## config.mk

```make
export PLATFORM = sky130hd
export DESIGN_NAME = bootflash_cmd
export DESIGN_NICKNAME = d
export VERILOG_FILES = /design/src/rtl/bf_pkg.sv /design/src/rtl/bf_bus_edge.sv /design/src/rtl/bf_cmd_fsm.sv /design/src/rtl/bf_array.sv /design/src/rtl/bootflash_cmd.sv
export SDC_FILE = /design/constraint.sdc
export NUM_CORES = 1
export LEC_CHECK = 0
export BUFFER_PORTS_ARGS = -buffer_cell sky130_fd_sc_hd__buf_2
export CAP_MARGIN = 10
export CORE_MARGIN = 8
export CORE_UTILIZATION = 35
export CTS_CLUSTER_DIAMETER = 30
export DETAILED_ROUTE_END_ITERATION = 7
export GPL_TIMING_DRIVEN = 0
export HOLD_SLACK_MARGIN = 0.03
export MAX_ROUTING_LAYER = met4
export PLACE_DENSITY = 0.54
export SLEW_MARGIN = 10
export SYNTH_ARGS = -nofsm -noshare
export SYNTH_HDL_FRONTEND = slang
export SYNTH_SLANG_ARGS = --single-unit
export TNS_END_PERCENT = 20
```

## constraint.sdc

```tcl
create_clock -name clk -period 2.92 [get_ports clk]
set_input_delay 0.584 -clock clk [delete_from_list [all_inputs] [get_ports clk]]
set_output_delay 0.584 -clock clk [all_outputs]
set_load 0.05 [all_outputs]
```

## src/rtl/bf_pkg.sv

```systemverilog
package bf_pkg;

    typedef enum logic [0:0] {
        RMODE_ARRAY  = 1'b0,
        RMODE_STATUS = 1'b1
    } rmode_e;

    typedef enum logic [1:0] {
        SEQ_IDLE  = 2'd0,
        SEQ_PROG  = 2'd1,
        SEQ_ERASE = 2'd2
    } seq_e;

    typedef struct packed {
        logic erase_err;
        logic prog_err;
        logic lock_err;
    } err_t;

    localparam logic [7:0] OP_PROG_SETUP  = 8'h40;
    localparam logic [7:0] OP_ERASE_SETUP = 8'h20;
    localparam logic [7:0] OP_ERASE_GO    = 8'hD0;
    localparam logic [7:0] OP_READ_STAT   = 8'h70;
    localparam logic [7:0] OP_CLEAR_STAT  = 8'h50;
    localparam logic [7:0] OP_READ_ARRAY  = 8'hFF;

endpackage

```

## src/rtl/bf_bus_edge.sv

```systemverilog
module bf_bus_edge (
    input  logic clk,
    input  logic rst_n,
    input  logic ce_n,
    input  logic we_n,
    output logic wr_stb
);

    typedef struct packed {
        logic ce_low;
        logic we_low;
    } seen_t;

    seen_t seen_d, seen_q;

    always_comb begin
        seen_d.ce_low = !ce_n;
        seen_d.we_low = !we_n;
        wr_stb        = seen_q.ce_low && seen_q.we_low && we_n;
    end

    always_ff @(posedge clk or negedge rst_n) begin
        if (!rst_n) seen_q <= '0;
        else        seen_q <= seen_d;
    end

    // a strobe needs a prior cycle with both enables low
    p_strobe_needs_select_r1: assert property (@(posedge clk) disable iff (!rst_n)
        wr_stb |-> $past(!ce_n && !we_n));

endmodule

```

## src/rtl/bf_cmd_fsm.sv

```systemverilog
module bf_cmd_fsm #(
    parameter int ADDR_W   = 6,
    parameter int BLK_W    = 4,
    parameter int LOCK_N   = 2,
    parameter int BUSY_CYC = 4
) (
    input  logic              clk,
    input  logic              rst_n,
    input  logic              wr_stb,
    input  logic [ADDR_W-1:0] waddr,
    input  logic [7:0]        wdata,
    input  logic              wp_n,
    output logic              prog_en,
    output logic              erase_en,
    output logic              show_status,
    output logic [7:0]        status
);
    import bf_pkg::*;

    localparam int SEL_W = ADDR_W - BLK_W;
    localparam int CNT_W = $clog2(BUSY_CYC + 1);

    typedef struct packed {
        rmode_e           mode;
        seq_e             seq;
        err_t             err;
        logic [CNT_W-1:0] cnt;
    } ctl_t;

    ctl_t ctl_d, ctl_q;
    logic locked;
    logic ready;

    always_comb begin
        ctl_d    = ctl_q;
        prog_en  = 1'b0;
        erase_en = 1'b0;
        ready    = (ctl_q.cnt == '0);
        locked   = !wp_n && (waddr[ADDR_W-1:BLK_W] < SEL_W'(LOCK_N));

        if (!ready) ctl_d.cnt = ctl_q.cnt - CNT_W'(1);

        if (wr_stb && ready) begin
            unique case (ctl_q.seq)
                SEQ_PROG: begin
                    ctl_d.seq  = SEQ_IDLE;
                    ctl_d.mode = RMODE_STATUS;
                    if (locked) begin
                        ctl_d.err.lock_err = 1'b1;
                        ctl_d.err.prog_err = 1'b1;
                    end else begin
                        prog_en   = 1'b1;
                        ctl_d.cnt = CNT_W'(BUSY_CYC);
                    end
                end
                SEQ_ERASE: begin
                    ctl_d.seq  = SEQ_IDLE;
                    ctl_d.mode = RMODE_STATUS;
                    if (wdata != OP_ERASE_GO) begin
                        ctl_d.err.erase_err = 1'b1;
                        ctl_d.err.prog_err  = 1'b1;
                    end else if (locked) begin
                        ctl_d.err.lock_err  = 1'b1;
                        ctl_d.err.erase_err = 1'b1;
                    end else begin
                        erase_en  = 1'b1;
                        ctl_d.cnt = CNT_W'(BUSY_CYC);
                    end
                end
                default: begin
                    unique case (wdata)
                        OP_PROG_SETUP: begin
                            ctl_d.seq  = SEQ_PROG;
                            ctl_d.mode = RMODE_STATUS;
                        end
                        OP_ERASE_SETUP: begin
                            ctl_d.seq  = SEQ_ERASE;
                            ctl_d.mode = RMODE_STATUS;
                        end
                        OP_READ_STAT:  ctl_d.mode = RMODE_STATUS;
                        OP_CLEAR_STAT: ctl_d.err  = '0;
                        OP_READ_ARRAY: ctl_d.mode = RMODE_ARRAY;
                        default: ;
                    endcase
                end
            endcase
        end

        show_status = (ctl_q.mode == RMODE_STATUS);
        status = {ready, 1'b0, ctl_q.err.erase_err, ctl_q.err.prog_err,
                  2'b00, ctl_q.err.lock_err, 1'b0};
    end

    always_ff @(posedge clk or negedge rst_n) begin
        if (!rst_n) begin
            ctl_q.mode <= RMODE_ARRAY;
            ctl_q.seq  <= SEQ_IDLE;
            ctl_q.err  <= '0;
            ctl_q.cnt  <= '0;
        end else begin
            ctl_q <= ctl_d;
        end
    end

    // program and erase never fire together
    p_single_op_r5: assert property (@(posedge clk) disable iff (!rst_n)
        !(prog_en && erase_en));

    // an array change never targets a locked block
    p_lock_gate_r7: assert property (@(posedge clk) disable iff (!rst_n)
        (prog_en || erase_en) |-> (wp_n || waddr[ADDR_W-1:BLK_W] >= SEL_W'(LOCK_N)));

    // an accepted operation reloads the busy count
    p_busy_load_r8: assert property (@(posedge clk) disable iff (!rst_n)
        (prog_en || erase_en) |=> (ctl_q.cnt == CNT_W'(BUSY_CYC)));

    // writes taken while busy leave the sequence state alone
    p_busy_ignore_r8: assert property (@(posedge clk) disable iff (!rst_n)
        (wr_stb && ctl_q.cnt != '0) |=> (ctl_q.seq == $past(ctl_q.seq)));

    // program error stays until a clear command
    p_err_sticky_r9: assert property (@(posedge clk) disable iff (!rst_n)
        (ctl_q.err.prog_err && !(wr_stb && ctl_q.cnt == '0 && ctl_q.seq == SEQ_IDLE
                                 && wdata == OP_CLEAR_STAT))
        |=> ctl_q.err.prog_err);

    // status mode follows any started operation
    p_status_after_op_r11: assert property (@(posedge clk) disable iff (!rst_n)
        (prog_en || erase_en) |=> (ctl_q.mode == RMODE_STATUS));

    // release from power-down lands in read-array mode
    p_wake_array_r3: assert property (@(posedge clk) disable iff (!rst_n)
        $rose(rst_n) |-> (ctl_q.mode == RMODE_ARRAY));

endmodule

```

## src/rtl/bf_array.sv

```systemverilog
module bf_array #(
    parameter int ADDR_W = 6,
    parameter int BLK_W  = 4
) (
    input  logic              clk,
    input  logic              prog_en,
    input  logic              erase_en,
    input  logic [ADDR_W-1:0] waddr,
    input  logic [7:0]        wdata,
    input  logic [ADDR_W-1:0] raddr,
    output logic [7:0]        rdata
);
    localparam int DEPTH = 1 << ADDR_W;

    logic [7:0] words [DEPTH];

    for (genvar g = 0; g < DEPTH; g++) begin : g_word
        localparam logic [ADDR_W-1:0] WA = ADDR_W'(g);
        logic [7:0] word_d, word_q;

        always_comb begin
            word_d = word_q;
            if (erase_en && waddr[ADDR_W-1:BLK_W] == WA[ADDR_W-1:BLK_W])
                word_d = 8'hFF;
            else if (prog_en && waddr == WA)
                word_d = word_q & wdata;
        end

        always_ff @(posedge clk) begin
            word_q <= word_d;
        end

        assign words[g] = word_q;
    end

    assign rdata = words[raddr];

endmodule

```

## src/rtl/bootflash_cmd.sv

```systemverilog
module bootflash_cmd #(
    parameter int ADDR_W   = 6,
    parameter int BLK_W    = 4,
    parameter int LOCK_N   = 2,
    parameter int BUSY_CYC = 4
) (
    input  logic              clk,
    input  logic              pwrdn_n,
    input  logic              ce_n,
    input  logic              oe_n,
    input  logic              we_n,
    input  logic              wp_n,
    input  logic [ADDR_W-1:0] addr,
    input  logic [7:0]        din,
    output logic [7:0]        dout,
    output logic              dout_en
);

    logic       wr_stb;
    logic       prog_en;
    logic       erase_en;
    logic       show_status;
    logic [7:0] status;
    logic [7:0] arr_data;

    bf_bus_edge i_edge (
        .clk    (clk),
        .rst_n  (pwrdn_n),
        .ce_n   (ce_n),
        .we_n   (we_n),
        .wr_stb (wr_stb)
    );

    bf_cmd_fsm #(
        .ADDR_W   (ADDR_W),
        .BLK_W    (BLK_W),
        .LOCK_N   (LOCK_N),
        .BUSY_CYC (BUSY_CYC)
    ) i_fsm (
        .clk         (clk),
        .rst_n       (pwrdn_n),
        .wr_stb      (wr_stb),
        .waddr       (addr),
        .wdata       (din),
        .wp_n        (wp_n),
        .prog_en     (prog_en),
        .erase_en    (erase_en),
        .show_status (show_status),
        .status      (status)
    );

    bf_array #(
        .ADDR_W (ADDR_W),
        .BLK_W  (BLK_W)
    ) i_array (
        .clk      (clk),
        .prog_en  (prog_en),
        .erase_en (erase_en),
        .waddr    (addr),
        .wdata    (din),
        .raddr    (addr),
        .rdata    (arr_data)
    );

    always_comb begin
        dout_en = pwrdn_n && !ce_n && !oe_n;
        dout    = show_status ? status : arr_data;
    end

endmodule

```

==> results.json, run 1 <==
{
  "p_leak_nw": 13.12,
  "cts_root_buffer": "clkbuf_16",
  "cts_tree": "yes",
  "antenna_found_initial": 3,
  "synth_cells": 2161,
  "ant_nets": 0,
  "path_clk_slew_ns": 0.05,
  "vias_per_cell": 5.821,
  "status": "finished with violations",
  "required_ns": 2.34,
  "wl_per_cell_um": 27.26,
  "drt_wl_total_mm": 87.55,
  "io_pins": 29,
  "final_cell_mix": "nand2_1 (577), dfxtp_1 (510), o21ai_1 (333)",
  "setup_viol": 8,
  "relSlewSlack": 0.1816,
  "crit_family": "multiplexers",
  "period_minus_slack_ns": 3.437,
  "synthFlopType": "dfxtp_1",
  "final-max-slew-violation-count": 0,
  "syn-num-nets": 2186,
  "ys_types": 60,
  "final_common_cell": "nand2_1",
  "grt_pass1_vias": 17970,
  "gp_congestion": 0.9934,
  "crit_path_max_incr_delay_ns": 0.56,
  "peakVddDrop_mv": 0.5552,
  "endpoint_kind": "primary output",
  "grt-ovfl-total": 0,
  "grt_max_degree": 16,
  "rsz0062_at_grt": "yes",
  "clock-sinks": 523,
  "die-area_sq_um": 67480,
  "worst_pin_slew_ns": 1.228,
  "grt.busiest_layer": "met2",
  "synth_edf_count": 0,
  "core_sq_um": 58910,
  "regArea_sq_um": 10530,
  "syn_to_final_growth_pct": 32.58,
  "numCtsBuffers": 116,
  "final.period_utilization": 1.177,
  "p_per_area_nw_per_um2": 819.1,
  "drt_iter0_markers": 2483,
  "ctsLongestPathBuffers": 3,
  "crit_arrival_ns": 2.85,
  "crit_path_top_delay_cell": "mux4_2",
  "ys_seq_elements": 523,
  "drive_gt1_frac": 0.2405,
  "yosysSeqAreaShare": 0.5060,
  "skew_ns": 0.03285,
  "synthArstFlopShare": 0.02103,
  "max_freq_ghz": 0.2910,
  "setup_tns_ns": -2.668,
  "syn_area_sq_um": 20800,
  "vias": 18690,
  "cp_cell_sequence": "mux4_2, mux4_2, nor2b_2, a2111oi_2, o32a_2, buf_6",
  "hold_viol_final": 0,
  "die_w_um": 259.8,
  "setup.worst_path.class": "reg2out",
  "clock_latency_ns": 0.67,
  "start_util": 0.3531,
  "die_h_um": 259.8,
  "yosys_warnings": 0,
  "crit_top_cell": "mux4_2",
  "grt_pass1_wl_mm": 125.1,
  "finalWorstSetupSlack_ns": -0.5170,
  "violations": "negative setup slack",
  "critPathBufInv": 1,
  "use_met1": 0.3448,
  "multi_input_area_sq_um": 9847,
  "grtUsageTotal": 0.2613,
  "crit_path_start_kind": "register",
  "hpwl_mm": 59.46,
  "worst_hold_slack_ns": 0.09965,
  "hp-class": "in2reg",
  "first_pass_iters": 5,
  "fill_cells": 5384,
  "drc_errors": 0,
  "cap_violations": 0,
  "std_cell_rows": 89,
  "syn_avg_cell_area_sq_um": 9.625,
  "grtUsageMet3": 0.05834,
  "portBuffers": 24,
  "globalRouteMet2Util": 0.3718,
  "path_max_fanout": 2,
  "nNetsFinal": 2364,
  "htree_levels": 3
}
==> metal layers <==
layer | vias to the layer above | part of all wire
li1 | 8009 | -
met2 | 1155 | 0.43
met1 | 9262 | 0.41
met4 | 0 | 0.057
met5 | - | 0
met3 | 264 | 0.10
==> timing repair <==
action / 4_1_cts / 5_1_grt
setup buffers: 18 / 15
gates resized for setup: 214 / 36
hold endpoints to repair: 11 / 0
setup endpoints to repair: 436 / 385
pin swaps: 13 / 12
cloned: 6 / 1
hold buffers: 1 / 0
==> layout make-up <==
type                            count  area share
Antenna cell                        1  0.00009075
Buffer                            166     0.04551
Clock buffer                      156      0.1229
Clock inverter                     60     0.03045
Inverter                           12    0.001634
Multi-Input combinational cell   1457      0.3571
Sequential cell                   523      0.3818
Tap cell                          773     0.03508
Timing Repair Buffer               63     0.02541
==> cells by family after synthesis <==
kind of cell	Yosys count	synth area share
buf+inv	181	0.04319
mux	186	0.1668
fa+ha+maj	5	0.003008
simple gates	683	0.1331
compound gates	581	0.1470
xor+xnor	2	0.0008424
flops	523	0.5060
==> registers in the layout, indices dropped and copies added, names as in the netlist <==
register	cells
i_edge.seen_q	2
i_fsm.show_status	1
i_array.g_word.word_q	512
i_fsm.status	3
i_fsm.ctl_q	5
==> report_power, final <==
part           switching [mW]  internal [mW]
logic                   0.964          0.531
clock network            4.22           9.65
registers              0.0244           7.20
==> per-stage QoR <==
step             util  area [sq um]  worst slack, ns  power [mW]  std cells
3_3_place_gp   0.3730         21970           -1.333       8.528       2958
2_1_floorplan       -         20890         -0.05230       8.067       2161
4_1_cts        0.4645         27360          -0.4862       22.60       3199
5_1_grt        0.4681         27570          -0.5130       23.07       3211
6_report       0.4681         27570          -0.5170       22.59       3211
3_5_place_dp   0.3730         21970           -1.448       8.530       2958
==> Yosys cell counts, types with 4 or more instances <==
master / instances / area [sq um]
buf_2: 72 / 360.4
nand2b_1: 7 / 43.79
nor3_1: 8 / 40.04
nor2b_1: 10 / 62.56
mux4_2: 113 / 2545
ha_1: 5 / 62.56
buf_6: 7 / 78.83
nand3_1: 25 / 125.1
a22oi_1: 15 / 112.6
o211ai_1: 6 / 45.04
a21oi_1: 7 / 35.03
nand2_1: 586 / 2200
mux2_2: 11 / 123.9
o22ai_1: 11 / 68.82
nor4_1: 4 / 25.02
o21ai_0: 183 / 915.9
o21ai_1: 337 / 1687
mux2i_1: 49 / 490.5
buf_4: 12 / 90.09
mux4_1: 10 / 262.8
dfrtp_1: 11 / 275.3
inv_1: 11 / 41.29
nor2_1: 16 / 60.06
clkbuf_1: 74 / 277.8
and2_1: 5 / 31.28
dfxtp_1: 512 / 10250
a221oi_1: 4 / 35.03
o32a_1: 5 / 50.05
==> path summary, 6_finish.rpt <==
check,depth (start not counted),to,slack [ns],start
worst max-delay path,6,dout[7],-0.52,i_array.g_word[23].word_q[7]
worst min-delay path,2,i_edge.seen_q[1],0.1,ce_n
worst max register to register,12,i_array.g_word[44].word_q[7],0.03,i_fsm.ctl_q[0]
worst min register to register,2,i_array.g_word[22].word_q[5],0.46,i_array.g_word[22].word_q[5]
max in group asynchronous,2,i_fsm.status[1],2.36,pwrdn_n
min in group asynchronous,2,i_edge.seen_q[0],0.35,pwrdn_n
==> worst reg2reg max path, delay by kind of cell, from the launching register on <==
kind / cells / cell delay, ns
buffers and inverters: 5 / 1.04
and+or+nand+nor: 5 / 0.98
adders and majority gates: 2 / 0.43
DFF: 1 / 0.38
Power figures use the tool's default switching activity.
==> run 2: changes to the inputs <==
--- a/config.mk
+++ b/config.mk
@@ -15,6 +15,7 @@
 export HOLD_SLACK_MARGIN = 0.03
 export MAX_ROUTING_LAYER = met4
 export PLACE_DENSITY = 0.54
+export SETUP_SLACK_MARGIN = 0.3
 export SLEW_MARGIN = 10
 export SYNTH_ARGS = -nofsm -noshare
 export SYNTH_HDL_FRONTEND = slang
==> run 2 against run 1 <==
Compared with the run above: the run still ends with negative setup slack left; clock skew is 0.0020 ns lower; cell count is 0.44% higher; routed wire length is 1.1% higher; hold slack worse by 0.038 ns; combinational power hardly changed; sequential share of layout area is 0.80 points lower; sequential cell count stayed put.
==> results.json, run 2 (same netlist as run 1, synthesis figures left out) <==
{
  "status": "finished with violations",
  "violations": "negative setup slack",
  "hp-class": "in2reg",
  "grt_pass1_vias": 18190,
  "vias": 18720,
  "cts_tree": "yes",
  "required_ns": 2.34,
  "period_minus_slack_ns": 3.425,
  "clock-sinks": 523,
  "drt_wl_total_mm": 88.49,
  "grt-ovfl-total": 0,
  "crit_path_start_kind": "register",
  "std_cell_rows": 89,
  "fill_cells": 5370,
  "setup.worst_path.class": "reg2out",
  "hold_viol_final": 0,
  "hpwl_mm": 59.25,
  "path_clk_slew_ns": 0.05,
  "wl_per_cell_um": 27.44,
  "portBuffers": 24,
  "drt_iter0_markers": 2293,
  "p_leak_nw": 13.48,
  "final_cell_mix": "nand2_1 (546), dfxtp_1 (510), o21ai_1 (347)",
  "htree_levels": 3,
  "syn_to_final_growth_pct": 35.40,
  "crit_arrival_ns": 2.84,
  "ant_nets": 0,
  "timing.rr.end": "i_array.g_word[24].word_q[2]",
  "start_util": 0.3531,
  "min_to": "i_edge.seen_q[1]",
  "io_pins": 29,
  "die_w_um": 259.8,
  "largest_register_ffs": 512,
  "drive_gt1_frac": 0.2621,
  "rrSetupSlack_ns": 0.31,
  "relSlewSlack": 0.1600,
  "first_pass_iters": 6,
  "final_core_util": 0.4781,
  "clock_latency_ns": 0.68,
  "antenna_found_initial": 5,
  "drc_errors": 0,
  "final-max-slew-violation-count": 0,
  "numCtsBuffers": 116,
  "setup_viol": 16,
  "finalWorstSetupSlack_ns": -0.5055,
  "path_max_fanout": 2,
  "top_register": "i_array.g_word.word_q",
  "grtUsageTotal": 0.2622,
  "vias_per_cell": 5.805,
  "final_common_cell": "nand2_1",
  "setup_tns_ns": -3.299,
  "skew_ns": 0.03090,
  "gp_congestion": 1.033,
  "grt_pass1_wl_mm": 125.8,
  "place_worst_setup_slack_ns": -1.439,
  "holdCritStartpoint": "ce_n",
  "max_freq_ghz": 0.2919,
  "ctsLongestPathBuffers": 3,
  "holdPathStages": 2,
  "endpoint_kind": "primary output",
  "nNetsFinal": 2370,
  "core_sq_um": 58910,
  "peakVddDrop_mv": 0.6080,
  "reg2reg_from": "i_fsm.ctl_q[0]",
  "die_h_um": 259.8,
  "cap_violations": 0,
  "placedCellCount": 2958,
  "startpoint": "i_array.g_word[2].word_q[7]",
  "p_per_area_nw_per_um2": 830.2,
  "die-area_sq_um": 67480,
  "layout.cells.non_filler": 3225,
  "rr_worst_depth": 10,
  "worst_pin_slew_ns": 1.260,
  "final.period_utilization": 1.173,
  "rsz0062_at_grt": "yes",
  "cts_root_buffer": "clkbuf_16",
  "grt_max_degree": 17
}
==> run 2: changes by cell type in the layout (fill, tap and decap cells not counted), moves of 7 or more <==
| cell | delta |
|---|---|
| nand3_1 | -8 |
| nand2_2 | +23 |
| o21ai_0 | -15 |
| bufinv_16 | +7 |
| nand2_4 | +8 |
| clkbuf_4 | +7 |
| nand2_1 | -31 |
| nand3_2 | +7 |
| o21ai_1 | +14 |
==> run 2: repair_timing <==
item,in CTS,in global routing
gates cloned,6,2
buffers inserted,25,8
endpoints found under the hold margin,11,0
pin swaps,18,15
endpoints found under the setup margin,520,507
hold buffers,1,0
resized for setup,253,83
==> run 2: through the flow <==
step                power (mW)  hold slack [ns]  instance area (sq um)
finish                   23.38          0.06213                  28160
global route             23.84          0.06517                  28160
CTS                      23.34          0.04529                  27820
detailed placement       8.530           0.4428                  22000
global placement         8.529           0.4383                  22000
floorplan                8.076           0.2884                  20910
==> run 2: power breakdown <==
group,switching (mW),total [mW],internal [mW]
combinational,0.979,1.53,0.548
sequential,0.0246,7.22,7.20
clock,4.38,14.6,10.2
total,5.38,23.4,18.0
==> run 2: area by class of cell <==
type | count | area, sq um | area share
plain buffers | 169 | 1349 | 0.04789
well taps | 773 | 967.2 | 0.03434
repair buffers | 66 | 779.5 | 0.02768
multi-input cells | 1457 | 10060 | 0.3571
diodes | 3 | 7.507 | 0.0002666
clock buffers | 156 | 3367 | 0.1196
clock inverters | 66 | 1064 | 0.03776
inverters | 12 | 45.04 | 0.001599
flip-flops and latches | 523 | 10530 | 0.3738
==> run 2: layer usage <==
metal,global-route usage,part of all wire,vias up
li1,-,-,8037
met1,0.3328,0.40,9284
met2,0.3792,0.43,1134
met3,0.06125,0.10,265
met4,0.1530,0.062,0
met5,-,0,-
==> run 2: how the worst max path moves through the flow <==
stage | to | slack (ns) | cells past startpoint
6_report | dout[7] | -0.51 | 6
4_1_cts | dout[7] | -0.49 | 6
5_1_grt | dout[7] | -0.54 | 6
3_5_place_dp | dout[7] | -1.44 | 8
3_3_place_gp | dout[7] | -1.46 | 8
2_1_floorplan | dout[1] | 0.03 | 7
==> run 2: worst max-delay path, stage by stage (launching register included) <==
cell and delay, ns:
dfxtp_1 0.32, mux4_2 0.44, nor2b_1 0.17, a2111oi_4 0.50, a2111oi_2 0.16, o32a_2 0.41, buf_6 0.16
